### config.mk
export PLATFORM = sky130hd
export DESIGN_NAME = oc_alu12
export DESIGN_NICKNAME = d
export VERILOG_FILES = /design/src/rtl/oc_alu12_pkg.sv /design/src/rtl/oc_adder.sv /design/src/rtl/link_adder.sv /design/src/rtl/bit_unit.sv /design/src/rtl/oc_alu12.sv
export SDC_FILE = /design/constraint.sdc
export NUM_CORES = 1
export LEC_CHECK = 0
export BUFFER_PORTS_ARGS = -buffer_cell sky130_fd_sc_hd__clkbuf_2
export CAP_MARGIN = 5
export CORE_MARGIN = 10
export CORE_UTILIZATION = 40
export CTS_BUF_LIST = sky130_fd_sc_hd__clkbuf_4 sky130_fd_sc_hd__clkbuf_8 sky130_fd_sc_hd__clkbuf_16
export CTS_CLUSTER_SIZE = 24
export DETAILED_ROUTE_END_ITERATION = 10
export PLACE_DENSITY = 0.64
export SETUP_SLACK_MARGIN = 0.05
export SLEW_MARGIN = 10
export SYNTH_ARGS = -nofsm -noshare
export SYNTH_HDL_FRONTEND = slang
export SYNTH_SLANG_ARGS = --single-unit
### constraint.sdc
create_clock -name clk -period 4.3 [get_ports clk]
set_input_delay 0.215 -clock clk [delete_from_list [all_inputs] [get_ports clk]]
set_output_delay 0.215 -clock clk [all_outputs]
set_load 0.01 [all_outputs]
### src/rtl/oc_alu12_pkg.sv
package oc_alu12_pkg;
  typedef enum logic [3:0] {
    OP_ADD  = 4'd0,
    OP_ADDM = 4'd1,
    OP_LADD = 4'd2,
    OP_CLR  = 4'd3,
    OP_SET  = 4'd4,
    OP_FLIP = 4'd5,
    OP_EQ   = 4'd6,
    OP_ROT  = 4'd7
  } alu_op_e;
endpackage

### src/rtl/oc_adder.sv
// One's-complement adder with end-around carry and sign-based overflow.
module oc_adder #(
  parameter int W = 12
) (
  input  logic [W-1:0] a,
  input  logic [W-1:0] b,
  output logic [W-1:0] sum,
  output logic         ovf
);
  logic [W:0] raw;
  always_comb begin
    raw = {1'b0, a} + {1'b0, b};
    sum = raw[W-1:0] + {{(W-1){1'b0}}, raw[W]};
    ovf = (a[W-1] == b[W-1]) && (sum[W-1] != a[W-1]);
  end
endmodule

### src/rtl/link_adder.sv
// Two-step two's-complement add through the link bit.
module link_adder #(
  parameter int W = 12
) (
  input  logic [W-1:0] acc,
  input  logic [W-1:0] opnd,
  input  logic         link_i,
  output logic [W-1:0] sum,
  output logic         link_o,
  output logic         ovf
);
  logic [W:0] step1;
  logic [W:0] step2;
  always_comb begin
    step1  = {1'b0, acc} + {{W{1'b0}}, link_i};
    step2  = {1'b0, step1[W-1:0]} + {1'b0, opnd};
    sum    = step2[W-1:0];
    link_o = step2[W] ? 1'b1 : step1[W];
    ovf    = (step1[W-1] == opnd[W-1]) && (step2[W-1] != opnd[W-1]);
  end
endmodule

### src/rtl/bit_unit.sv
// Bitwise group, equality test and rotate test.
module bit_unit
  import oc_alu12_pkg::*;
#(
  parameter int W = 12
) (
  input  alu_op_e      op,
  input  logic [W-1:0] acc,
  input  logic [W-1:0] opnd,
  output logic [W-1:0] res,
  output logic         eq,
  output logic [W-1:0] rot,
  output logic         rot_skip
);
  always_comb begin
    unique case (op)
      OP_CLR:  res = acc & ~opnd;
      OP_SET:  res = acc | opnd;
      OP_FLIP: res = acc ^ opnd;
      default: res = acc;
    endcase
    eq       = (acc == opnd);
    rot      = {opnd[0], opnd[W-1:1]};
    rot_skip = ~opnd[0];
  end
endmodule

### src/rtl/oc_alu12.sv
module oc_alu12
  import oc_alu12_pkg::*;
#(
  parameter int W = 12
) (
  input  logic         clk,
  input  logic         rst,
  input  logic         start,
  input  logic [3:0]   op,
  input  logic [W-1:0] acc_in,
  input  logic [W-1:0] opnd_in,
  input  logic         link_in,
  output logic [W-1:0] acc_out,
  output logic         link_out,
  output logic         ovf_out,
  output logic [W-1:0] wb_data,
  output logic         wb_en,
  output logic         skip,
  output logic         done
);
  alu_op_e op_e;
  assign op_e = alu_op_e'(op);

  logic [W-1:0] oc_sum, la_sum, bu_res, bu_rot;
  logic         oc_ovf, la_ovf, la_link, bu_eq, bu_rskip;

  oc_adder #(.W(W)) u_oc (.a(acc_in), .b(opnd_in), .sum(oc_sum), .ovf(oc_ovf));

  link_adder #(.W(W)) u_la (
    .acc(acc_in), .opnd(opnd_in), .link_i(link_in),
    .sum(la_sum), .link_o(la_link), .ovf(la_ovf)
  );

  bit_unit #(.W(W)) u_bu (
    .op(op_e), .acc(acc_in), .opnd(opnd_in),
    .res(bu_res), .eq(bu_eq), .rot(bu_rot), .rot_skip(bu_rskip)
  );

  logic [W-1:0] acc_n, wb_n;
  logic         link_n, ovf_n, wbe_n, skip_n;

  always_comb begin
    acc_n  = acc_in;
    link_n = link_in;
    ovf_n  = ovf_out;
    wb_n   = opnd_in;
    wbe_n  = 1'b0;
    skip_n = 1'b0;
    case (op_e)
      OP_ADD: begin
        acc_n = oc_sum;
        ovf_n = oc_ovf;
      end
      OP_ADDM: begin
        acc_n = oc_sum;
        ovf_n = oc_ovf;
        wb_n  = oc_sum;
        wbe_n = 1'b1;
      end
      OP_LADD: begin
        acc_n  = la_sum;
        link_n = la_link;
        ovf_n  = la_ovf;
        wb_n   = la_sum;
        wbe_n  = 1'b1;
      end
      OP_CLR, OP_SET, OP_FLIP: acc_n = bu_res;
      OP_EQ:  skip_n = bu_eq;
      OP_ROT: begin
        wb_n   = bu_rot;
        wbe_n  = 1'b1;
        skip_n = bu_rskip;
      end
      default: ;
    endcase
  end

  always_ff @(posedge clk) begin
    if (rst) begin
      acc_out  <= '0;
      link_out <= 1'b0;
      ovf_out  <= 1'b0;
      wb_data  <= '0;
      wb_en    <= 1'b0;
      skip     <= 1'b0;
      done     <= 1'b0;
    end else if (start) begin
      acc_out  <= acc_n;
      link_out <= link_n;
      ovf_out  <= ovf_n;
      wb_data  <= wb_n;
      wb_en    <= wbe_n;
      skip     <= skip_n;
      done     <= 1'b1;
    end else begin
      wb_en <= 1'b0;
      skip  <= 1'b0;
      done  <= 1'b0;
    end
  end


  pulse_drop_chk: assert property (@(posedge clk) disable iff (rst)
    !start |=> (!done && !wb_en && !skip));


  hold_chk: assert property (@(posedge clk) disable iff (rst)
    !start |=> ($stable(acc_out) && $stable(link_out) && $stable(ovf_out)));


  add_link_chk: assert property (@(posedge clk) disable iff (rst)
    (start && op == OP_ADD) |=> (link_out == $past(link_in) && !wb_en));


  no_overflow_chk: assert property (@(posedge clk) disable iff (rst)
    (start && op == OP_ADD && (acc_in[W-1] != opnd_in[W-1])) |=> !ovf_out);


  eq_keep_chk: assert property (@(posedge clk) disable iff (rst)
    (start && op == OP_EQ) |=> (acc_out == $past(acc_in) && !wb_en));


  rot_skip_chk: assert property (@(posedge clk) disable iff (rst)
    (start && op == OP_ROT) |=> (wb_en && skip == !$past(opnd_in[0])));
endmodule

**After elaboration in Yosys (flattened, before gate mapping)**

Cells that the tools add are included.

- Input bits: 32
- Bits in registers: 29
- Logic and storage cells: 47
- Output and inout port bits: 29

- Reduce and logical (&&, ||, !) cells: 9
- Add/subtract/negate cells: 4
- Bitwise operators: 6
- Muxes and demuxes: 9
- Eq/ne operators: 12

Operator list:

| kind | number |
|---|---|
| one-hot mux 12 bit (3 select lines) | 3 |
| adder 12 x 12 -> 13 bit | 2 |
| == test 4 x 3 -> 1 bit, second input constant | 4 |
| adder 12 x 1 -> 13 bit | 1 |
| adder 12 x 1 -> 12 bit | 1 |
| AND 12 bit | 1 |
| == test 12 bit | 1 |
| inverter 12 bit | 1 |
| OR 12 bit | 1 |
| bitwise XOR 12 bit | 1 |
| == test 4 x 2 -> 1 bit, second input constant | 2 |
| OR reduction 3 bit | 2 |
| == test 4 x 1 -> 1 bit, second input constant | 1 |
| logical NOT 4 bit | 1 |
| 2-to-1 mux 1 bit | 4 |
| one-hot mux 1 bit (2 select lines) | 2 |
| OR reduction 2 bit | 2 |
| == test 1 bit | 2 |
| logical AND 1 bit | 2 |
| != test 1 bit | 2 |
| inverter 1 bit | 2 |
| AND reduction 2 bit | 1 |
| nonzero test 2 bit | 1 |

**Logic depth before layout (Yosys ltp)**

Gate-level depths: netlist of run 1.

- Word-level depth: 5
- Depth in mapped cells: 18

**Hierarchy**

From an unflattened synthesis of run 1, not the netlist that was laid out.

- Cells, all modules: 565
- Area, all modules: 4504.3 um^2

Modules (own cells, without submodules):

| module | area an instance (um^2) | sequential area each (um^2) | cells each | times used |
|---|---|---|---|---|
| oc_alu12 | 1911.8 | 580.6 | 231 | 1 |
| bit_unit | 968.4 | 0.0 | 128 | 1 |
| link_adder | 853.3 | 0.0 | 117 | 1 |
| oc_adder | 770.7 | 0.0 | 89 | 1 |

**Worst setup path after synthesis of run 1**

OpenSTA, ideal clock, no wires.

- Kind: input port to flip-flop
- From: in acc_in[0]
- To: reg wb_data[10]
- Arrival time: 3.224 ns
- Library setup time: 0.103 ns
- Cell stages on the path: 17
- Required time: 4.197 ns
- Path slack: 0.973 ns
- Cell sequence: ha_1 fa_1 a211oi_2 o211ai_1 and3_1 o21ai_0 nand2_1 a21oi_1 o21bai_1 ha_1 ha_1 and2_1 nand4_1 nand3b_1 nor2_1 xnor2_1 a2111oi_2

- Cells in the longest elaborated chain, start to end: 3

RTL lines:

| item | RTL line | RTL |
|---|---|---|
| start, declared | oc_alu12.sv:10 | `input logic [W-1:0] acc_in,` |
| adder 12 x 1 -> 13 bit or adder 12 x 12 -> 13 bit (tied branches) | link_adder.sv:15, oc_adder.sv:12 |  |
| adder 12 x 12 -> 13 bit or adder 12 x 1 -> 12 bit (tied branches) | link_adder.sv:16, oc_adder.sv:13 |  |
| one-hot mux 12 bit (3 select lines) * | oc_alu12.sv:49 | `case (op_e)` |
| end signal, assigned | oc_alu12.sv:91 | `wb_data <= wb_n;` |
| end, declared | oc_alu12.sv:16 | `output logic [W-1:0] wb_data,` |

Every way passes the cells marked *; elsewhere a longest branch is shown, timed or not.
A chain may end at the register's enable or synchronous reset.

**Worst setup path in the final report of run 1**

- From: in acc_in[5]
- To: reg wb_data[9]

The elaborated chain is that of the path after synthesis.

==> key figures, run 1 <==
Drt
  • 1st-iter DRT viols: 353
  • Via-per-instance ratio: 5.88
  • ANT nets after route: 0
  • Final wirelength: 12.8 mm
  • Drt pass-1 iters: 5
  • Residual DRC: 0
  • DR WL/cell: 18.7 um
  • Via count: 4021

Yosys
  • Syn_nets: 596
  • Ranking of synthesized cells by area: ha_1 (17%), dfxtp_1 (15%), xnor2_1 (5.8%), nor2_1 (5.3%), nand2_1 (4.5%)
  • Yosys reg bits: 29
  • Main synth FF type: dfxtp_1
  • Synthesized cell area: 3800 um^2
  • Top cells by count, synth: nor2_1 (54), ha_1 (53), nand2_1 (46), inv_1 (34), a21oi_1 (33)
  • Synth area leader: ha_1
  • Mapped Avg Cell Area: 7.46 um^2
  • Post-synth EDFFs: 0
  • Sequential share of the synthesized area: 15.3%
  • FFs w/ async S/R, synth: 0%
  • Synth Warn #: 0
  • Yosys cell types: 65
  • Post-Syn Instances: 509
  • Top cell type's share of synthesized area: 17.5%
  • Most frequent cell after synthesis: nor2_1

Floorplanning
  • Core box area: 9240 um^2
  • Rows: 35
  • Initial Util: 41.1%
  • Boundary Pins: 61
  • Die area: 13800 um^2
  • Die width: 117 um
  • Die H: 117 um

Clock network
  • CTS sink count: 29
  • Clock-pin slew on the worst setup and hold paths: 0.07 ns
  • CTS tree: done
  • Cts repair resizes: 0
  • Total CTS buffers: 5
  • CTS max path bufs: 2
  • CTS Root Cell: clkbuf_8
  • CTS H-tree lvls: 2
  • Clk_lat worst skew: 0.29 ns
  • Post-CTS setup buffers: 0
  • Hold Buf Count CTS: 0

Timing
  • Sum Neg Setup Slack: 0 ns
  • Slew Limit Headroom: 26.9%
  • Setup Skew: 0 ns
  • Tcrit/Tclk final: 84.2%
  • Finish-stage setup viols: 0
  • Tmin final: 3.62 ns
  • RSZ-0062 raised after global routing: false
  • Fin. Hold Viols: 0
  • Highest clock rate: 276 MHz
  • Pins Over Slew Limit: 0
  • Worst Tran Pin Value: 1.09 ns
  • Hold WS: 0.338 ns

Placement
  • Placed Cells incl. Taps: 676
  • Final HPWL DP: 10.1 mm
  • Routability cong.: 0.953
  • IO Port Bufs: 60
  • Placed Area: 4190 um^2

Power
  • Comb power frac: 42.3%
  • Pwr/cell area: 261 nW/um^2
  • Leak: 1.89 nW
  • Sequential Power Share: 26.6%
  • Switching Fraction: 37.8%
  • Int Pwr: 0.701 mW
  • Tot Pwr: 1.13 mW
  • Switching power: 0.426 mW
  • Clock power frac: 31.1%
  • Peak VDD IR: 132 uV

Worst setup path
  • Crit path DAT: 3.77 ns
  • Reg2Reg Depth: 7
  • Worst-path fanout max: 12
  • Worst Setup SP: acc_in[5]
  • Register-to-register setup slack: 2.93 ns
  • Worst r2r src: acc_out[11]$_SDFFE_PP0P_
  • CP endpoint: wb_data[9]$_SDFFE_PP0P_
  • CP endpoint kind: flop
  • Critical Path Start Type: input pin
  • Worst R2R End: acc_out[11]$_SDFFE_PP0P_
  • Worst endpoint required time: 4.45 ns
  • Critical path class: input pin to flop

GRT
  • Vias in the first global route: 3794
  • Largest net degree at the start of global routing: 31
  • Gr usage total: 17.7%
  • First-pass GRT wire length: 20.7 mm
  • Grt total ovfl: 0
  • Initial antenna violation count: 0

Hold path
  • Worst hold path class: input pin to flop

Cells and area
  • Finished layout cell area: 4320 um^2
  • Antenna diodes: 0
  • Share of post-route cells with drive strength above 1: 16.0%
  • # nets final: 641
  • Cell Count, Final, Fillers Out: 684
  • Synthesis-to-finish area growth: 13.9%

Run status
  • Status: complete, no violations

Flow run
  • Max cap viols: 0
==> power groups by stage <==
stage | combinational (mW) | sequential [mW] | clock, mW
after floorplan | 0.316 | 0.314 | 0
after global placement | 0.459 | 0.305 | 0
after detailed placement | 0.466 | 0.306 | 0
after CTS | 0.470 | 0.300 | 0.352
after global routing | 0.522 | 0.303 | 0.366
final | 0.477 | 0.300 | 0.350
==> worst min path at each step <==
stage                            start                 endpoint  slack (ns)  depth (start not counted)
5_1_grt                          op[1]          skip$_SDFF_PP0_        0.35                          2
2_1_floorplan                acc_in[6]  acc_out[6]$_SDFFE_PP0P_        0.41                          2
3_5_place_dp   acc_out[5]$_SDFFE_PP0P_  acc_out[5]$_SDFFE_PP0P_        0.46                          2
3_3_place_gp   acc_out[5]$_SDFFE_PP0P_  acc_out[5]$_SDFFE_PP0P_        0.46                          2
4_1_cts                          op[1]          skip$_SDFF_PP0_        0.33                          2
6_report                         op[1]          skip$_SDFF_PP0_        0.34                          2
==> layout by cell type, fill, tap and decap left out, drive strengths merged, types with 10 or more instances in the layout <==
master,instances
clkbuf,65
nor2,55
ha,53
nand2,46
inv,34
a21oi,34
dfxtp,29
xnor2,27
o21ai,26
nor3,19
nand3,15
o211ai,11
a211oi,10
==> area by class of cell <==
class | count | area (um^2)
multi-input cells | 419 | 2980
flip-flops and latches | 29 | 581
clock inverters | 3 | 65.1
fillers | 962 | 4920
repair buffers | 65 | 338
inverters | 34 | 128
well taps | 129 | 161
clock buffers | 5 | 68.8
==> registers in the layout, summed over array words and instances (netlist names) <==
signal and flops:
acc_out 12, wb_data 12, done 1, link_out 1
ovf_out 1, skip 1, wb_en 1
==> logic make-up (layout without fill, tap and decap cells) <==
logic type | after synthesis | count (layout) | share of synthesized area, %
AO/OA/AOI/OAI | 143 | 143 | 26.5
XOR/XNOR | 35 | 35 | 8.83
adder cells (fa/ha/maj) | 55 | 55 | 18.5
buffers and inverters | 61 | 107 | 6.43
flip-flops | 29 | 29 | 15.3
multiplexers | 1 | 1 | 0.264
AND/OR/NAND/NOR | 185 | 185 | 24.2
==> metrics by stage <==
stage          util [%]  worst slack, ns
6_report           46.8            0.678
5_1_grt            46.8            0.371
4_1_cts            46.8            0.785
3_5_place_dp       45.3            0.481
3_3_place_gp       45.3            0.554
2_1_floorplan         -            0.973
==> layer usage <==
layer | wire length (um) | share of wire [%] | global-route usage, %
met2 | 5600 | 44 | 26.9
met5 | 0 | 0 | 0
met1 | 5990 | 47 | 25.0
met4 | 172 | 1.3 | 5.16
met3 | 1060 | 8.3 | 2.78
==> worst max-delay path, cell delays in order <==
cell,delay [ns]
clkbuf_2,0.16
inv_1,0.09
ha_1,0.55
nor2_1,0.09
o21ai_0,0.35
and3_1,0.27
o21ai_0,0.09
nand2_1,0.08
a21oi_1,0.07
o21bai_1,0.17
ha_1,0.19
nand3_1,0.13
a211oi_1,0.31
and4_4,0.32
nand3_4,0.09
xnor2_2,0.16
a222oi_1,0.32
a211oi_1,0.12
No activity file was read; power rests on OpenSTA's default activity.
==> run 2: changes to the inputs <==
Settings changed: PLACE_DENSITY 0.64 to 0.66.
Clock period 4.3 ns to 3.1 ns, I/O delays scaled along.
==> run 2 against run 1 <==
  * Final cell count increased by 9.2%
  * Non-clock buffer count increased by 63
  * Clock power about the same
  * Core utilization increased by 6.3 points
  * Routed wire length increased by 4.9%
  * Sequential power increased by 39%
  * Sequential share of layout area decreased by 1.6 points
  * Setup slack got worse by 0.67 ns
  * Final area increased by 13%
  * Via count increased by 7.4%
  * Critical path type unchanged
==> key figures, run 2 (same netlist as run 1, synthesis figures left out) <==
Run status
  • Status: complete, no violations

Clock network
  • Hold Buf Count CTS: 0 (unchanged)
  • CTS sink count: 29 (unchanged)
  • CTS max path bufs: 2 (unchanged)
  • Total CTS buffers: 5 (unchanged)
  • CTS H-tree lvls: 2 (unchanged)
  • Clk_lat worst skew: 0.27 ns (-0.02 ns)
  • CTS tree: done
  • Clock-pin slew on the worst setup and hold paths: 0.07 ns (about the same)
  • CTS Root Cell: clkbuf_8

Floorplanning
  • Core box area: 9240 um^2 (unchanged)
  • Rows: 35 (unchanged)
  • Die area: 13800 um^2 (unchanged)
  • Die H: 117 um (unchanged)
  • Boundary Pins: 61 (unchanged)
  • Initial Util: 41.1% (unchanged)
  • Die width: 117 um (unchanged)

Cells and area
  • Antenna diodes: 0 (unchanged)
  • Commonest cells after routing, fill and taps aside: buf_4 (68), clkbuf_2 (58), nor2_1 (54)
  • Largest regs: acc_out x12, wb_data x12
  • Most common cell after layout, fill and taps aside: buf_4
  • Synthesis-to-finish area growth: 29.2%
  • # nets final: 704 (+9.8%)
  • Share of post-route cells with drive strength above 1: 27.0% (+11 points)
  • Finished layout cell area: 4900 um^2 (+13%)

Power
  • Comb power frac: 50.2% (+7.9 points)
  • Peak VDD IR: 156 uV (+18%)
  • Clock power frac: 22.8% (-8.3 points)
  • Pwr/cell area: 315 nW/um^2 (+21%)
  • Switching power: 0.605 mW (+42%)
  • Leak: 2.20 nW (+16%)
  • Sequential Power Share: 27.0% (+0.4 points)
  • Switching Fraction: 39.2% (+1.4 points)
  • Int Pwr: 0.939 mW (+34%)

Timing
  • Worst Tran Pin Value: 0.838 ns (-0.255 ns)
  • Slew Limit Headroom: 44.2% (+17 points)
  • Final setup margin: 0.0116 ns (-0.666 ns)
  • Hold WS: 0.269 ns (-0.0693 ns)
  • Tcrit/Tclk final: 99.6%
  • Finish-stage setup viols: 0 (unchanged)
  • RSZ-0062 raised after global routing: true
  • Tmin final: 3.09 ns
  • Fin. Hold Viols: 0 (unchanged)
  • Setup Skew: 0 ns (unchanged)
  • Pins Over Slew Limit: 0 (unchanged)
  • Highest clock rate: 324 MHz

Placement
  • IO Port Bufs: 60 (unchanged)
  • Final HPWL DP: 10.7 mm (+5.5%)
  • Placed Area: 4660 um^2 (+11%)
  • Worst slack at placement: -0.197 ns (-0.678 ns)
  • Routability cong.: 0.950 (-0.31%)

GRT
  • Initial antenna violation count: 0 (unchanged)
  • Gr usage total: 18.1% (+0.32 points)
  • First-pass GRT wire length: 21.3 mm (+2.9%)
  • Largest net degree at the start of global routing: 32 (+3.2%)
  • Grt total ovfl: 0 (unchanged)
  • Vias in the first global route: 4179 (+10%)

Drt
  • Via count: 4319 (+7.4%)
  • Via-per-instance ratio: 5.78 (-1.6%)
  • DR WL/cell: 18.0 um (-4.0%)
  • Residual DRC: 0 (unchanged)
  • Drt pass-1 iters: 7 (+2)
  • 1st-iter DRT viols: 320 (-9.3%)
  • ANT nets after route: 0 (unchanged)
  • Final wirelength: 13.4 mm (+4.9%)

Worst setup path
  • Worst-path fanout max: 3 (-9)
  • Max stage delay on crit path: 0.37 ns (-0.18 ns)
  • CP endpoint kind: flop
  • Slowest CP cell: fa_2
  • Cell repeated most along the worst path: ha_4
  • Critical Path Start Type: input pin
  • Critical path class: input pin to flop
  • Cells along the critical path: buf_8, ha_4, fa_2, a211oi_4, o211ai_1, and3_1, o21ai_1, nand2_1, a21oi_2, o21bai_1, ha_2, ha_4, and2_4, nand4_1, nand3b_1, xnor2_2, a211oi_2, a2111oi_2
  • Worst endpoint required time: 3.28 ns (-1.17 ns)
  • Crit path DAT: 3.27 ns (-0.50 ns)

Hold path
  • Worst hold path class: input pin to flop

Flow run
  • Max cap viols: 0 (unchanged)
-- run 2: area by class of cell --
type	count	area [um^2]
multi-input combinational	419	3110
clock inverter	1	5.00
sequential	29	581
fill	887	4340
inverter	34	128
clock buffer	7	96.3
timing repair buffer	128	827
tap	129	161
-- run 2: through the flow --
| stage | power, mW | utilization, % | instances | setup TNS [ns] |
|---|---|---|---|---|
| after global routing | 1.64 | 53.1 | 747 | -0.313 |
| after global placement | 1.14 | 50.5 | 737 | -0.764 |
| after floorplan | 0.881 | - | 509 | 0 |
| after CTS | 1.50 | 51.6 | 745 | 0 |
| final | 1.54 | 53.1 | 747 | 0 |
| after detailed placement | 1.15 | 50.5 | 737 | -1.38 |
-- run 2: worst max-delay path, delay by kind of cell --
family	cells	cell delay [ns]
AND/OR/NAND/NOR	5	0.68
XOR/XNOR	1	0.16
AO/OA/AOI/OAI	7	1.27
adder cells (fa/ha/maj)	4	0.90
buffers and inverters	1	0.10
-- run 2: what timing repair did --
action / CTS / global route
resized for setup: 0 / 21
setup endpoints to repair: 0 / 12
buffers inserted: 0 / 2
-- run 2: worst paths after layout --
kind	depth (start not counted)	to	slack (ns)	start
setup / recovery	18	acc_out[8]$_SDFFE_PP0P_	0.01	opnd_in[0]
setup reg to reg	7	acc_out[11]$_SDFFE_PP0P_	1.65	acc_out[11]$_SDFFE_PP0P_
hold reg to reg	2	acc_out[5]$_SDFFE_PP0P_	0.47	acc_out[5]$_SDFFE_PP0P_
hold / removal	2	skip$_SDFF_PP0_	0.27	op[1]
-- run 2: layer usage --
layer	track usage (%)	share of wire, %	up-vias
met3	4.32	11	21
met4	6.89	2.7	0
li1	-	-	2057
met5	0	0	-
met1	23.0	41	2020
met2	28.6	45	221
-- run 2: power by group through the flow --
stage / sequential [mW] / combinational (mW) / clock (mW)
2_1_floorplan: 0.436 / 0.444 / 0
3_3_place_gp: 0.423 / 0.715 / 0
3_5_place_dp: 0.425 / 0.727 / 0
4_1_cts: 0.417 / 0.731 / 0.354
5_1_grt: 0.421 / 0.844 / 0.373
6_report: 0.417 / 0.775 / 0.352
==> run 3: changes to the inputs <==
Settings changed: ABC_AREA from default to 1.
==> run 3 against run 2 <==
  * Core utilization is 2.3 points lower
  * Power down 6.6%
  * Clock skew did not move
  * Largest cell class unchanged
  * Die area rose by 2.5%
  * Final cell count rose by 15%
  * First-iteration DRC count down 3.1%
  * Final area shrank 0.23%
  * Synthesized area is 3.0% higher
  * Routed wire length grew 13%
  * Non-clock buffer count is 14 lower
  * Combinational power fell by 7.7%
==> key figures, run 3 <==
Timing
  • Highest clock rate: 359 MHz (+11%)
  • Worst Tran Pin Value: 0.720 ns (-0.118 ns)
  • RSZ-0062 raised after global routing: false
  • Tmin final: 2.78 ns (-0.306 ns)
  • Pins Over Slew Limit: 0 (unchanged)
  • Sum Neg Setup Slack: 0 ns (unchanged)
  • Tcrit/Tclk final: 89.7% (-9.9 points)
  • Finish-stage setup viols: 0 (unchanged)
  • Fin. Hold Viols: 0 (unchanged)
  • Setup Skew: 0 ns (unchanged)
  • Slew Limit Headroom: 51.9% (+7.7 points)

Yosys
  • Post-synth EDFFs: 0 (unchanged)
  • Mapped Avg Cell Area: 6.31 um^2 (-15%)
  • Most frequent cell after synthesis: nand2_1
  • Yosys cell types: 41 (-37%)
  • Syn_nets: 707 (+19%)
  • Yosys reg bits: 29 (unchanged)
  • Sequential share of the synthesized area: 14.8% (-0.45 points)
  • Top cell type's share of synthesized area: 17.0% (-0.51 points)
  • Top cells by count, synth: nand2_1 (135), inv_1 (96), nand3_1 (54), ha_1 (53), a21oi_1 (51)
  • Synth area leader: ha_1
  • FFs w/ async S/R, synth: 0% (unchanged)
  • Ranking of synthesized cells by area: ha_1 (17%), dfxtp_1 (15%), nand2_1 (13%), inv_1 (9.2%), nand3_1 (6.9%)
  • Post-Syn Instances: 620 (+22%)
  • Main synth FF type: dfxtp_1
  • Synthesized cell area: 3910 um^2 (+3.0%)
  • Synth Warn #: 0 (unchanged)

Placement
  • IO Port Bufs: 60 (unchanged)
  • Final HPWL DP: 12.7 mm (+18%)
  • Placed Cells incl. Taps: 852 (+16%)
  • Routability cong.: 0.970 (+2.1%)
  • Placed Area: 4720 um^2 (+1.2%)

Cells and area
  • Commonest cells after routing, fill and taps aside: nand2_1 (132), inv_1 (95), clkbuf_2 (60)
  • Share of post-route cells with drive strength above 1: 23.9% (-3.1 points)
  • Cell Count, Final, Fillers Out: 861 (+15%)
  • Most common cell after layout, fill and taps aside: nand2_1
  • Finished layout cell area: 4890 um^2 (-0.23%)
  • # nets final: 814 (+16%)
  • Largest regs: acc_out x12, wb_data x12
  • Fin util: 50.8% (-2.3 points)
  • Synthesis-to-finish area growth: 25.1%
  • Antenna diodes: 0 (unchanged)

Clock network
  • CTS tree: done
  • Hold Buf Count CTS: 0 (unchanged)
  • Clock-pin slew on the worst setup and hold paths: 0.07 ns (about the same)
  • CTS Root Cell: clkbuf_8
  • CTS H-tree lvls: 2 (unchanged)
  • Clk_lat worst skew: 0.27 ns (about the same)
  • Total CTS buffers: 5 (unchanged)
  • CTS sink count: 29 (unchanged)
  • CTS max path bufs: 2 (unchanged)

Drt
  • Final wirelength: 15.2 mm (+13%)
  • Via-per-instance ratio: 5.37 (-7.2%)
  • ANT nets after route: 0 (unchanged)
  • Residual DRC: 0 (unchanged)
  • Drt pass-1 iters: 5 (-2)
  • Via count: 4621 (+7.0%)
  • DR WL/cell: 17.7 um (-1.6%)
  • 1st-iter DRT viols: 310 (-3.1%)

Hold path
  • Min-Delay Endpoint: skip$_SDFF_PP0_
  • Worst hold path class: input pin to flop
  • Hold path startpoint: op[3]
  • Worst Hold Depth: 4 (+2)

Floorplanning
  • Die H: 119 um (+1.2%)
  • Initial Util: 40.6% (-0.52 points)
  • Core box area: 9640 um^2 (+4.3%)
  • Die width: 119 um (+1.2%)
  • Rows: 36 (+2.9%)
  • Boundary Pins: 61 (unchanged)
  • Die area: 14100 um^2 (+2.5%)

GRT
  • First-pass GRT wire length: 23.9 mm (+13%)
  • Vias in the first global route: 4560 (+9.1%)
  • Grt total ovfl: 0 (unchanged)
  • Gr usage total: 20.7% (+2.7 points)
  • Largest net degree at the start of global routing: 26 (-19%)
  • Initial antenna violation count: 0 (unchanged)

Worst setup path
  • Worst endpoint required time: 3.25 ns (-0.03 ns)
  • Critical Path Start Type: input pin
  • Worst r2r src: wb_data[8]$_SDFFE_PP0P_
  • Worst R2R End: wb_data[8]$_SDFFE_PP0P_
  • Crit path DAT: 2.94 ns (-0.33 ns)
  • Register-to-register setup slack: 2.39 ns (+0.74 ns)
  • Critical path class: input pin to flop
  • CP endpoint kind: flop
  • Worst-path fanout max: 6 (+3)
  • Reg2Reg Depth: 4 (-3)

Power
  • Leak: 2.58 nW (+17%)
  • Pwr/cell area: 295 nW/um^2 (-6.4%)
  • Peak VDD IR: 192 uV (+23%)

Run status
  • Status: complete, no violations

Flow run
  • Max cap viols: 0 (unchanged)
-- run 3: cell types whose count changed after synthesis, moves of 10 or more --
cell	previous run	this run
inv_1	34	96
a21oi_1	33	51
o22ai_1	2	12
nor2_1	54	39
nand2_1	46	135
xnor2_1	25	2
nand3_1	14	54
nor3_1	19	7
nand2_2	0	11
-- run 3: routing by layer --
metal / share of wire [%] / GRT usage, %
met5: 0 / 0
met4: 4.1 / 7.94
met3: 7.6 / 4.16
met2: 45 / 34.1
met1: 43 / 26.0
-- run 3: worst max-delay path: stages --
cell and delay (ns):
clkbuf_2 0.12, ha_1 0.19, nand3_1 0.15, nor4_1 0.35, buf_4 0.22, nand3_1 0.08, xor2_1 0.15, ha_1 0.37
nand2_1 0.10, nor2_1 0.14, nand3_1 0.22, nand3_1 0.17, nand2_1 0.07, nand3_1 0.11, nand3_1 0.08, inv_1 0.07
nand2_1 0.06, nand2_1 0.07, a21oi_2 0.05
-- run 3: area by class of cell --
| type | count | area, um^2 |
|---|---|---|
| tap | 133 | 166 |
| clock buffer | 6 | 76.3 |
| sequential | 29 | 581 |
| clock inverter | 2 | 10.0 |
| inverter | 102 | 383 |
| timing repair buffer | 114 | 706 |
| multi-input combinational | 475 | 2970 |
| fill | 1065 | 4750 |
-- run 3: repair_timing --
action	CTS	global route
gates resized for setup	0	15
setup endpoints to repair	0	7
buffers inserted	0	1
-- run 3: worst max path at each step --
stage          slack (ns)                       end      start  depth (start not counted)
6_report             0.32  acc_out[11]$_SDFFE_PP0P_  acc_in[0]                         19
5_1_grt              0.03  acc_out[10]$_SDFFE_PP0P_  acc_in[6]                         23
3_3_place_gp         0.07  acc_out[11]$_SDFFE_PP0P_  acc_in[0]                         19
4_1_cts              0.27   wb_data[9]$_SDFFE_PP0P_  acc_in[0]                         21
2_1_floorplan        0.54  wb_data[10]$_SDFFE_PP0P_  acc_in[7]                         21
3_5_place_dp        -0.01   wb_data[9]$_SDFFE_PP0P_  acc_in[0]                         21
-- run 3: where the power goes --
part	switching [mW]	internal [mW]	total, mW
clock	0.150	0.164	0.314
combinational	0.449	0.266	0.715
sequential	0.0141	0.399	0.413
-- run 3: kinds of logic after synthesis --
family	after synthesis	share of synthesized area [%]
simple gates	280	33.2
buf+inv	116	11.2
xor+xnor	15	3.55
fa+ha+maj	55	18.0
compound gates	125	19.2
flops	29	14.8
-- run 3: metrics by stage --
| step | total power [mW] | hold slack [ns] | worst slack (ns) |
|---|---|---|---|
| floorplan | 0.848 | 0.336 | 0.535 |
| global placement | 1.10 | 0.454 | 0.0665 |
| finish | 1.44 | 0.195 | 0.318 |
| global route | 1.55 | 0.212 | 0.0261 |
| CTS | 1.42 | 0.194 | 0.275 |
| detailed placement | 1.11 | 0.455 | -0.0131 |
